## src/rtl/twe_pkg.sv

```systemverilog
`timescale 1ns/1ps
package twe_pkg;

  typedef enum logic [2:0] {
    ST_IDLE,
    ST_RX,
    ST_ACK,
    ST_TX,
    ST_MACK
  } tweState_t;

  typedef enum logic [1:0] {
    K_SEL,
    K_AHI,
    K_ALO,
    K_DATA
  } tweKind_t;

  typedef struct packed {
    logic shiftIn;
    logic cntClr;
    logic cntInc;
    logic latchSel;
    logic setHiBit;
    logic loadHi;
    logic loadLo;
    logic incPage;
    logic incLin;
    logic loadTx;
    logic shiftTx;
  } tweStrobe_t;

endpackage

```

## src/rtl/tweDatapath.sv

```systemverilog
`timescale 1ns/1ps
module tweDatapath import twe_pkg::*; #(
  parameter int ADDR_W      = 17,
  parameter int PAGE_BITS   = 8,
  parameter int SYNC_STAGES = 2
) (
  input  logic              clk,
  input  logic              rstN,
  input  logic              sclIn,
  input  logic              sdaIn,
  input  tweStrobe_t        stb,
  input  logic [6:0]        rdLow,
  output logic              sclRise,
  output logic              sclFall,
  output logic              startDet,
  output logic              stopDet,
  output logic              sdaS,
  output logic [7:0]        rxByte,
  output logic [3:0]        bitCnt,
  output logic              txNext,
  output logic [ADDR_W-1:0] ptr
);
  localparam int WORD_W = ADDR_W - 1;

  logic [SYNC_STAGES-1:0] sclSh, sdaSh;
  logic sclS, sclQ, sdaQ, selBit;
  logic [6:0] txRest;

  always_ff @(posedge clk or negedge rstN) begin
    if (!rstN) begin
      sclSh <= '1;
      sdaSh <= '1;
      sclQ  <= 1'b1;
      sdaQ  <= 1'b1;
    end else begin
      sclSh <= {sclSh[SYNC_STAGES-2:0], sclIn};
      sdaSh <= {sdaSh[SYNC_STAGES-2:0], sdaIn};
      sclQ  <= sclS;
      sdaQ  <= sdaS;
    end
  end

  assign sclS     = sclSh[SYNC_STAGES-1];
  assign sdaS     = sdaSh[SYNC_STAGES-1];
  assign sclRise  = sclS & ~sclQ;
  assign sclFall  = ~sclS & sclQ;
  assign startDet = sclS & sclQ & sdaQ & ~sdaS;
  assign stopDet  = sclS & sclQ & ~sdaQ & sdaS;

  always_ff @(posedge clk or negedge rstN) begin
    if (!rstN) begin
      rxByte <= '0;
      bitCnt <= '0;
      txRest <= '0;
      selBit <= 1'b0;
    end else begin
      if (stb.shiftIn) rxByte <= {rxByte[6:0], sdaS};
      if (stb.cntClr)      bitCnt <= '0;
      else if (stb.cntInc) bitCnt <= bitCnt + 4'd1;
      if (stb.loadTx)       txRest <= rdLow;
      else if (stb.shiftTx) txRest <= {txRest[5:0], 1'b0};
      if (stb.latchSel) selBit <= rxByte[1];
    end
  end

  assign txNext = txRest[6];

  // address pointer: only one strobe is active in any cycle
  always_ff @(posedge clk or negedge rstN) begin
    if (!rstN) begin
      ptr <= '0;
    end else if (stb.setHiBit) begin
      ptr[ADDR_W-1] <= rxByte[1];
    end else if (stb.loadHi) begin
      ptr[ADDR_W-1]       <= selBit;
      ptr[WORD_W-1 -: 8]  <= rxByte;
    end else if (stb.loadLo) begin
      ptr[7:0] <= rxByte;
    end else if (stb.incPage) begin
      ptr[PAGE_BITS-1:0] <= ptr[PAGE_BITS-1:0] + 1'b1;
    end else if (stb.incLin) begin
      ptr <= ptr + 1'b1;
    end
  end
endmodule

```

## src/rtl/tweControl.sv

```systemverilog
`timescale 1ns/1ps
module tweControl import twe_pkg::*; #(
  parameter logic [3:0] DEV_CODE = 4'b1010
) (
  input  logic       clk,
  input  logic       rstN,
  input  logic       sclRise,
  input  logic       sclFall,
  input  logic       startDet,
  input  logic       stopDet,
  input  logic       sdaS,
  input  logic [7:0] rxByte,
  input  logic [3:0] bitCnt,
  input  logic       txNext,
  input  logic       rdMsb,
  input  logic       strapA1,
  input  logic       strapA2,
  input  logic       wrBusy,
  output tweStrobe_t stb,
  output logic       sdaOe,
  output logic       memRdEn,
  output logic       wrReqValid,
  output logic       wrCommit
);
  tweState_t state, stateN;
  tweKind_t  kind, kindN;
  logic rdMode, rdN, gotData, gotN, mAck, mAckN, oeN, selMatch, byteDone;

  assign selMatch = (rxByte[7:4] == DEV_CODE) && (rxByte[3] == strapA2) && (rxByte[2] == strapA1);
  assign byteDone = sclFall && (bitCnt == 4'd8);
  assign memRdEn  = rdMode && (state == ST_ACK || state == ST_TX || state == ST_MACK);

  always_comb begin
    stb = '0;
    stateN = state; kindN = kind; rdN = rdMode; gotN = gotData; mAckN = mAck; oeN = sdaOe;
    wrReqValid = 1'b0;
    wrCommit   = 1'b0;
    if (stopDet) begin
      stateN = ST_IDLE; oeN = 1'b0; wrCommit = gotData; gotN = 1'b0;
    end else if (startDet) begin
      stateN = ST_RX; kindN = K_SEL; stb.cntClr = 1'b1; oeN = 1'b0; rdN = 1'b0;
    end else begin
      case (state)
        ST_RX: begin
          if (sclRise) begin
            stb.shiftIn = 1'b1; stb.cntInc = 1'b1;
          end else if (byteDone) begin
            case (kind)
              K_SEL: begin
                if (selMatch && !wrBusy) begin
                  oeN = 1'b1; stateN = ST_ACK;
                  if (rxByte[0]) begin
                    rdN = 1'b1; stb.setHiBit = 1'b1;
                  end else begin
                    stb.latchSel = 1'b1; kindN = K_AHI;
                  end
                end else begin
                  stateN = ST_IDLE;
                end
              end
              K_AHI: begin oeN = 1'b1; stateN = ST_ACK; stb.loadHi = 1'b1; kindN = K_ALO; end
              K_ALO: begin oeN = 1'b1; stateN = ST_ACK; stb.loadLo = 1'b1; kindN = K_DATA; end
              default: begin
                oeN = 1'b1; stateN = ST_ACK; wrReqValid = 1'b1; stb.incPage = 1'b1; gotN = 1'b1;
              end
            endcase
          end
        end
        ST_ACK: if (sclFall) begin
          stb.cntClr = 1'b1;
          if (rdMode) begin
            stb.loadTx = 1'b1; stb.incLin = 1'b1; oeN = !rdMsb; stateN = ST_TX;
          end else begin
            oeN = 1'b0; stateN = ST_RX;
          end
        end
        ST_TX: begin
          if (sclRise) stb.cntInc = 1'b1;
          else if (byteDone) begin oeN = 1'b0; stateN = ST_MACK; end
          else if (sclFall) begin stb.shiftTx = 1'b1; oeN = !txNext; end
        end
        ST_MACK: begin
          if (sclRise) mAckN = !sdaS;
          else if (sclFall) begin
            if (mAck) begin
              stb.cntClr = 1'b1; stb.loadTx = 1'b1; stb.incLin = 1'b1;
              oeN = !rdMsb; stateN = ST_TX;
            end else begin
              stateN = ST_IDLE;
            end
          end
        end
        default: ;
      endcase
    end
  end

  always_ff @(posedge clk or negedge rstN) begin
    if (!rstN) begin
      state <= ST_IDLE; kind <= K_SEL; rdMode <= 1'b0;
      gotData <= 1'b0; mAck <= 1'b0; sdaOe <= 1'b0;
    end else begin
      state <= stateN; kind <= kindN; rdMode <= rdN;
      gotData <= gotN; mAck <= mAckN; sdaOe <= oeN;
    end
  end
endmodule

```

## src/rtl/tweSlave.sv

```systemverilog
`timescale 1ns/1ps
module tweSlave import twe_pkg::*; #(
  parameter int         ADDR_W      = 17,
  parameter int         PAGE_BITS   = 8,
  parameter int         SYNC_STAGES = 2,
  parameter logic [3:0] DEV_CODE    = 4'b1010
) (
  input  logic              clk,
  input  logic              rstN,
  input  logic              sclIn,
  input  logic              sdaIn,
  input  logic              strapA1,
  input  logic              strapA2,
  input  logic              wrBusy,
  output logic              sdaOe,
  output logic              memRdEn,
  output logic [ADDR_W-1:0] memRdAddr,
  input  logic [7:0]        memRdData,
  output logic              wrReqValid,
  output logic [ADDR_W-1:0] wrReqAddr,
  output logic [7:0]        wrReqData,
  output logic              wrCommit
);
  tweStrobe_t        stb;
  logic              sclRise, sclFall, startDet, stopDet, sdaS, txNext;
  logic [7:0]        rxByte;
  logic [3:0]        bitCnt;
  logic [ADDR_W-1:0] ptr;

  tweDatapath #(.ADDR_W(ADDR_W), .PAGE_BITS(PAGE_BITS), .SYNC_STAGES(SYNC_STAGES)) i_dp (
    .clk(clk), .rstN(rstN), .sclIn(sclIn), .sdaIn(sdaIn), .stb(stb),
    .rdLow(memRdData[6:0]), .sclRise(sclRise), .sclFall(sclFall),
    .startDet(startDet), .stopDet(stopDet), .sdaS(sdaS), .rxByte(rxByte),
    .bitCnt(bitCnt), .txNext(txNext), .ptr(ptr)
  );

  tweControl #(.DEV_CODE(DEV_CODE)) i_ctl (
    .clk(clk), .rstN(rstN), .sclRise(sclRise), .sclFall(sclFall),
    .startDet(startDet), .stopDet(stopDet), .sdaS(sdaS), .rxByte(rxByte),
    .bitCnt(bitCnt), .txNext(txNext), .rdMsb(memRdData[7]),
    .strapA1(strapA1), .strapA2(strapA2), .wrBusy(wrBusy), .stb(stb),
    .sdaOe(sdaOe), .memRdEn(memRdEn), .wrReqValid(wrReqValid), .wrCommit(wrCommit)
  );

  assign memRdAddr = ptr;
  assign wrReqAddr = ptr;
  assign wrReqData = rxByte;
endmodule

```

## config.mk

```make
export PLATFORM = sky130hd
export DESIGN_NAME = tweSlave
export DESIGN_NICKNAME = d
export VERILOG_FILES = /design/src/rtl/twe_pkg.sv /design/src/rtl/tweDatapath.sv /design/src/rtl/tweControl.sv /design/src/rtl/tweSlave.sv
export SDC_FILE = /design/constraint.sdc
export NUM_CORES = 1
export LEC_CHECK = 0
export BUFFER_PORTS_ARGS = -buffer_cell sky130_fd_sc_hd__buf_2
export CAP_MARGIN = 15
export CORE_MARGIN = 2
export CORE_UTILIZATION = 56
export DETAILED_ROUTE_END_ITERATION = 16
export HOLD_SLACK_MARGIN = 0.15
export PLACE_DENSITY = 0.91
export SLEW_MARGIN = 5
export SYNTH_ARGS = -nofsm -noshare
export SYNTH_HDL_FRONTEND = slang
export SYNTH_SLANG_ARGS = --single-unit
```

## constraint.sdc

```tcl
create_clock -name clk -period 2.4 [get_ports clk]
set_clock_uncertainty 0.2 [all_clocks]
set_input_delay 0.24 -clock clk [delete_from_list [all_inputs] [get_ports clk]]
set_output_delay 0.24 -clock clk [all_outputs]
set_load 0.02 [all_outputs]
```

== Word level (Yosys, flattened, before mapping) ==
Index checks and enable logic that the tools add are counted.

* $add $sub $neg: 3
* Equality and inequality tests: 30
* Muxes and demuxes: 97
* Bitwise gates (word level): 15
* Reduce and logical (&&, ||, !) cells: 37

{| class="wikitable"
|+ Operators by type and width
! cell !! count
|-
| $mux W1 || 51
|-
| $mux W9 || 4
|-
| $mux W2 || 17
|-
| $mux W3 || 9
|-
| $ne A4 B1 Y1 const B || 5
|-
| $reduce_bool A2 Y1 || 10
|-
| $add A17 B1 Y17 const B || 1
|-
| $mux W17 || 1
|-
| $mux W8 || 2
|-
| $mux W5 || 3
|-
| $mux W7 || 2
|-
| $reduce_and A7 Y1 || 2
|-
| $ne A4 B4 Y1 const B || 3
|-
| $pmux W3 S4 || 1
|-
| $mux W11 || 1
|-
| $reduce_and A10 Y1 || 1
|-
| $ne A3 B1 Y1 const B || 3
|-
| $add A8 B1 Y8 const B || 1
|-
| $eq A4 B4 Y1 const B || 2
|-
| $mux W4 || 2
|-
| $not A1 Y1 || 8
|-
| $reduce_and A4 Y1 || 2
|-
| $reduce_and A8 Y1 || 1
|-
| $and A1 B1 Y1 || 7
|-
| 27 further kinds || 43
|}

* Bits in registers: 52
* Logic and storage cells: 199

== Longest topological paths before layout ==
* Word-level depth: 16
* Mapped depth: 9

== Hierarchy ==
Synthesis repeated with hierarchy kept, for this count alone.

* Cell total of the unflattened synthesis: 329
* Area total of the unflattened synthesis: 3173.0 um2

{| class="wikitable"
|+ Modules (own cells, without submodules)
! module !! instances !! cells an instance !! area each (um2) !! sequential area each (um2)
|-
| tweDatapath || 1 || 212 || 2198.4 || 1083.5
|-
| tweControl || 1 || 100 || 847.1 || 225.2
|-
| tweSlave || 1 || 17 || 127.6 || 0.0
|}

== Worst setup path after synthesis ==
Ideal clock, no wire load.

* Path kind: register -> register
* From: register i_dp.bitCnt[0]
* To: register i_ctl.sdaOe
* Data arrival time: 1.872 ns
* Setup slack: 0.207 ns
* Stages on the path, launching flop included: 9
* Buffers on the path: 1
* Cells stage by stage: dfrtp_1 inv_1 ha_1 and3b_1 clkbuf_1 nand3_1 or4b_1 and3_1 a32o_1

* Word-level cells in the longest chain between the ends: 7

{| class="wikitable"
|+ Ends and longest elaborated chain
! item !! line !! source
|-
| from (decl) || tweDatapath.sv:19 || <nowiki>output logic [3:0] bitCnt,</nowiki>
|-
| from (signal assigned) || tweDatapath.sv:59 || <nowiki>else if (stb.cntInc) bitCnt <= bitCnt + 4'd1;</nowiki>
|-
| $eq A4 B4 Y1 * || tweControl.sv:30 || <nowiki>assign byteDone = sclFall && (bitCnt == 4'd8);</nowiki>
|-
| $logic_and A1 B1 Y1 * || tweControl.sv:30 ||
|-
| $mux W1 || tweControl.sv:79 || <nowiki>else if (byteDone) begin oeN = 1'b0; stateN = ST_MACK; end</nowiki>
|-
| $mux W1 || tweControl.sv:78 || <nowiki>if (sclRise) stb.cntInc = 1'b1;</nowiki>
|-
| $pmux W1 S4 || tweControl.sv:43 || <nowiki>case (state)</nowiki>
|-
| $mux W1 || tweControl.sv:40 || <nowiki>end else if (startDet) begin</nowiki>
|-
| $mux W1 || tweControl.sv:38 || <nowiki>if (stopDet) begin</nowiki>
|-
| to (signal assigned) || tweControl.sv:104 || <nowiki>gotData <= gotN; mAck <= mAckN; sdaOe <= oeN;</nowiki>
|-
| to (decl) || tweControl.sv:20 || <nowiki>output logic sdaOe,</nowiki>
|}

Mark *: on every way between the ends. The rest lies on a longest branch, timed or not. The select of a mux whose other input is x is not followed.
A chain may end at the register's enable or synchronous reset.

== Worst setup path in the final report ==
* From: register i_dp.rxByte[6]
* To: register i_ctl.sdaOe

* Word-level cells in the longest chain between the ends: 6

{| class="wikitable"
|+ Ends and longest elaborated chain
! item !! line !! source
|-
| from (decl) || tweDatapath.sv:18 || <nowiki>output logic [7:0] rxByte,</nowiki>
|-
| from (signal assigned) || tweDatapath.sv:57 || <nowiki>if (stb.shiftIn) rxByte <= {rxByte[6:0], sdaS};</nowiki>
|-
| $eq A4 B4 Y1 || tweControl.sv:29 || <nowiki>assign selMatch = (rxByte[7:4] == DEV_CODE) && (rxByte[3] == strapA2) && (rxByte[2] == strapA1);</nowiki>
|-
| $logic_and A1 B1 Y1 (2 in series) || tweControl.sv:29 ||
|-
| $logic_and A1 B1 Y1 || tweControl.sv:50 || <nowiki>if (selMatch && !wrBusy) begin</nowiki>
|-
| $ne A5 B2 Y1 (no source line) || n/a ||
|-
| $reduce_and A10 Y1 (no source line) || n/a ||
|}

Every way passes these cells.

==> metrics.csv <==
stage;metric;value;unit
clock_network;Sink Count;52;
clock_network;H-tree lvl count;2;
timing;slew margin rel.;0.5514;
clock_network;later-pin clock latency in the skew report;320;ps
timing;Tmin final;2422;ps
floorplan;Chip Width;79.16;um
clock_network;CTS tree;done;
finish;most frequent cells in the layout;60 x buf_2, 43 x dfrtp_1, 29 x nand2_1, 25 x buf_4, 22 x o21ai_0;
worst_setup_path;r2r setup slk;-20;ps
clock_network;Longest Clk Path Bufs;2;
run;max cap viols;0;
logic_synthesis;ys async rst share;1.000;
finish;Final Net Count;421;
floorplan;CORE AREA;5473;sq um
finish;ant diodes;0;
power_and_ir_drop;proportion of power drawn by combinational gates;0.371;
routing;WL per Instance;16.58;um
worst_setup_path;RR Startpoint;i_dp.rxByte[6]$_DFFE_PN0P_;
logic_synthesis;Post-synth EDFFs;0;
hold_path;worst hold path startpoint;i_dp.sclSh[0]$_DFF_PN1_;
worst_setup_path;reg2reg end;i_ctl.sdaOe$_DFFE_PN0P_;
worst_setup_path;Worst Reg-to-Reg Cells;5;
worst_setup_path;Worst Setup Start Kind;flip-flop;
global_routing;initial antenna violation count;0;
routing;routed vias;2828;
logic_synthesis;syn_area_per_cell;9.614;sq um
finish;Layout Area Growth over Synthesis;18.59;%
global_routing;first-pass GRT wire length;12630;um
logic_synthesis;Seq/Total Area, Yosys;0.4138;
timing;# setup viols final;1;
placed_design;IO buf count;60;
global_routing;vias in the first global route;2680;
global_routing;busiest grt layer;met2;
routing;Remaining DRCs;0;
floorplan;Die H;79.16;um
routing;initial detailed-routing violation count;168;
power_and_ir_drop;cell internal pwr;0.001760;W
outcome;failing checks;setup timing;
power_and_ir_drop;Lkg Pwr;1.822;nW
power_and_ir_drop;Sw Share;0.3878;
logic_synthesis;Post-Syn Nets;351;
outcome;run status;finished, violations left;
global_routing;grt met3 use;0.04205;
worst_setup_path;CP peak stage delay;610;ps
floorplan;IO Pins;61;
worst_setup_path;Crit Path Max Fanout;6;
power_and_ir_drop;switching power;0.001115;W
routing;routed wire length;7826;um
timing;worst slew pin tran;673.0;ps
global_routing;total global-route track usage;0.2566;
placed_design;Final Wtd Congestion;0.8785;
logic_synthesis;Yosys warning total;0;
global_routing;met2 usage;0.4644;
power_and_ir_drop;Flop pwr share;0.441;
logic_synthesis;#FFs+latches synth;52;
logic_synthesis;area of the mapped netlist;3163;sq um
power_and_ir_drop;clock network power share;0.188;
worst_setup_path;critical path, cell by cell;nand4bb_1 > or4_1 > a31oi_1 > o2111ai_1 > a32o_1;
placed_design;Post-Place Worst Slack;50.85;ps
global_routing;largest net degree at the start of global routing;53;
timing;max-slew violations;0;
worst_setup_path;CP arrival;2440;ps
global_routing;GRT overflow;0;
clock_network;clk root buf;clkbuf_8;
worst_setup_path;WS Path Type;flip-flop to flip-flop;
logic_synthesis;Most used DFF post-synth;dfrtp_1;
timing;crit share post-route;1.009;
logic_synthesis;Unique masters post-synth;63;
hold_path;worst hold endpoint;i_dp.sclSh[1]$_DFF_PN1_;
worst_setup_path;Critical-path top delay cell;or4_1;
routing;Detail Route Antenna Nets;0;
timing;Max Clk Rate;412.9;MHz
floorplan;Die ar.;6266;sq um
timing;Setup TNS;-22.09;ps
timing;fin worst setup slack;-22.09;ps
global_routing;met1 GRT Util;0.3115;
finish;share of cells above drive strength 1;0.3250;
floorplan;Std-Cell Rows;27;
timing;Hold WS;159.8;ps
power_and_ir_drop;maximum VDD drop;0.0004962;V
clock_network;total CTS buffers;5;
power_and_ir_drop;pwr/cell area;766.3;nW/um^2
logic_synthesis;post-synthesis cell count;329;
worst_setup_path;CP endpoint kind;flip-flop;
timing;final hold viol count;0;
routing;DR vias/cell;5.992;
hold_path;Hold Crit Class;flip-flop to flip-flop;
routing;drt first pass iters;4;
hold_path;worst hold path cell count;0;
worst_setup_path;Critical Path RT;2410;ps
finish;most common cell after layout, fill and taps aside;buf_2;
placed_design;hpwl dp;5446;um
clock_network;clock slew seen by the registers of the worst setup and hold paths;100;ps
floorplan;Starting Density;0.5780;
## metal layers
layer / vias up / wire (um) / part of all wire
li1: 1331 / - / -
met1: 1362 / 3146 / 0.40
met2: 115 / 3944 / 0.50
met3: 20 / 543 / 0.069
met4: 0 / 191 / 0.024
met5: - / 0 / 0
## logic make-up (layout without fill, tap and decap cells)
kind of cell / Yosys count / count (layout) / synth area share
fa+ha+maj: 7 / 7 / 0.02769
simple gates: 112 / 112 / 0.2065
compound gates: 88 / 88 / 0.1867
xor+xnor: 7 / 7 / 0.01938
mux: 20 / 20 / 0.06725
flops: 52 / 52 / 0.4138
buf+inv: 43 / 114 / 0.07872
## power groups by stage
stage	Clock [W]	Sequential, W	Combinational (W)
after floorplan	0	0.00128	0.000663
after global placement	0	0.00128	0.000893
after detailed placement	0	0.00129	0.000934
after CTS	0.000550	0.00128	0.000949
after global routing	0.000584	0.00129	0.00116
final	0.000541	0.00127	0.00107
## through the flow
step / area, sq um / util / power, W / std cells
floorplan: 3163 / - / 0.001942 / 329
global placement: 3473 / 0.6347 / 0.002168 / 446
detailed placement: 3473 / 0.6347 / 0.002225 / 446
CTS: 3671 / 0.6708 / 0.002775 / 464
global route: 3751 / 0.6854 / 0.003034 / 472
finish: 3751 / 0.6854 / 0.002874 / 472
## cell usage after synthesis, drive strengths merged (6+ instances only)
cell type | number | area share
dfrtp | 46 | 0.36
mux2 | 10 | 0.036
nand4 | 6 | 0.012
nor3 | 7 | 0.011
mux2i | 10 | 0.032
o21ai | 25 | 0.040
ha | 7 | 0.028
nand2 | 29 | 0.034
dfstp | 6 | 0.050
buf | 22 | 0.054
inv | 11 | 0.013
clkbuf | 10 | 0.012
nand3 | 9 | 0.014
a21oi | 17 | 0.027
nor2 | 16 | 0.020
nor4 | 7 | 0.023
## how the worst max path moves through the flow
| stage | start | end | slack (ps) | cells after the start |
|---|---|---|---|---|
| 4_1_cts | i_ctl.state[1]$_DFFE_PN0P_ | wrReqValid | 3 | 5 |
| 6_report | i_dp.rxByte[6]$_DFFE_PN0P_ | i_ctl.sdaOe$_DFFE_PN0P_ | -20 | 5 |
| 3_3_place_gp | i_dp.rxByte[6]$_DFFE_PN0P_ | i_ctl.kind[0]$_DFFE_PN0P_ | 180 | 5 |
| 5_1_grt | i_ctl.state[2]$_DFFE_PN0P_ | wrReqValid | -10 | 5 |
| 3_5_place_dp | i_dp.sclQ$_DFF_PN1_ | i_dp.ptr[9]$_DFFE_PN0P_ | 50 | 6 |
| 2_1_floorplan | i_dp.bitCnt[0]$_DFFE_PN0P_ | i_ctl.sdaOe$_DFFE_PN0P_ | 210 | 8 |
## flip-flops by register name, summed over array words and instances, names as in the netlist
name	cells
i_ctl.gotData	1
i_ctl.kind	2
i_ctl.mAck	1
i_ctl.rdMode	1
i_ctl.sdaOe	1
i_ctl.state	3
i_dp.bitCnt	4
i_dp.ptr	17
i_dp.rxByte	8
i_dp.sclQ	1
i_dp.sclSh	2
i_dp.sdaQ	1
i_dp.sdaSh	2
i_dp.selBit	1
i_dp.txRest	7
## worst max-delay path, delay by kind of cell (launching register included)
kind | cells | cell delay [ps]
and+or+nand+nor | 2 | 910
AOI/OAI and AO/OA | 3 | 740
DFF | 1 | 460
## what timing repair did
| action | 4_1_cts | 5_1_grt |
|---|---|---|
| hold endpoints to repair | 55 | 0 |
| buffers inserted | 0 | 8 |
| endpoints found under the setup margin | 1 | 17 |
| hold buffers | 10 | 0 |
| resized for setup | 2 | 6 |
## area by class of cell
class,instances,area (sq um)
clock buffer,5,68.82
sequential,52,1313
inverter,11,41.29
tap,72,90.09
timing repair buffer,95,588.1
fill,426,1722
clock inverter,3,26.28
multi-input combinational,234,1624
No activity file was read; power rests on OpenSTA's default activity.
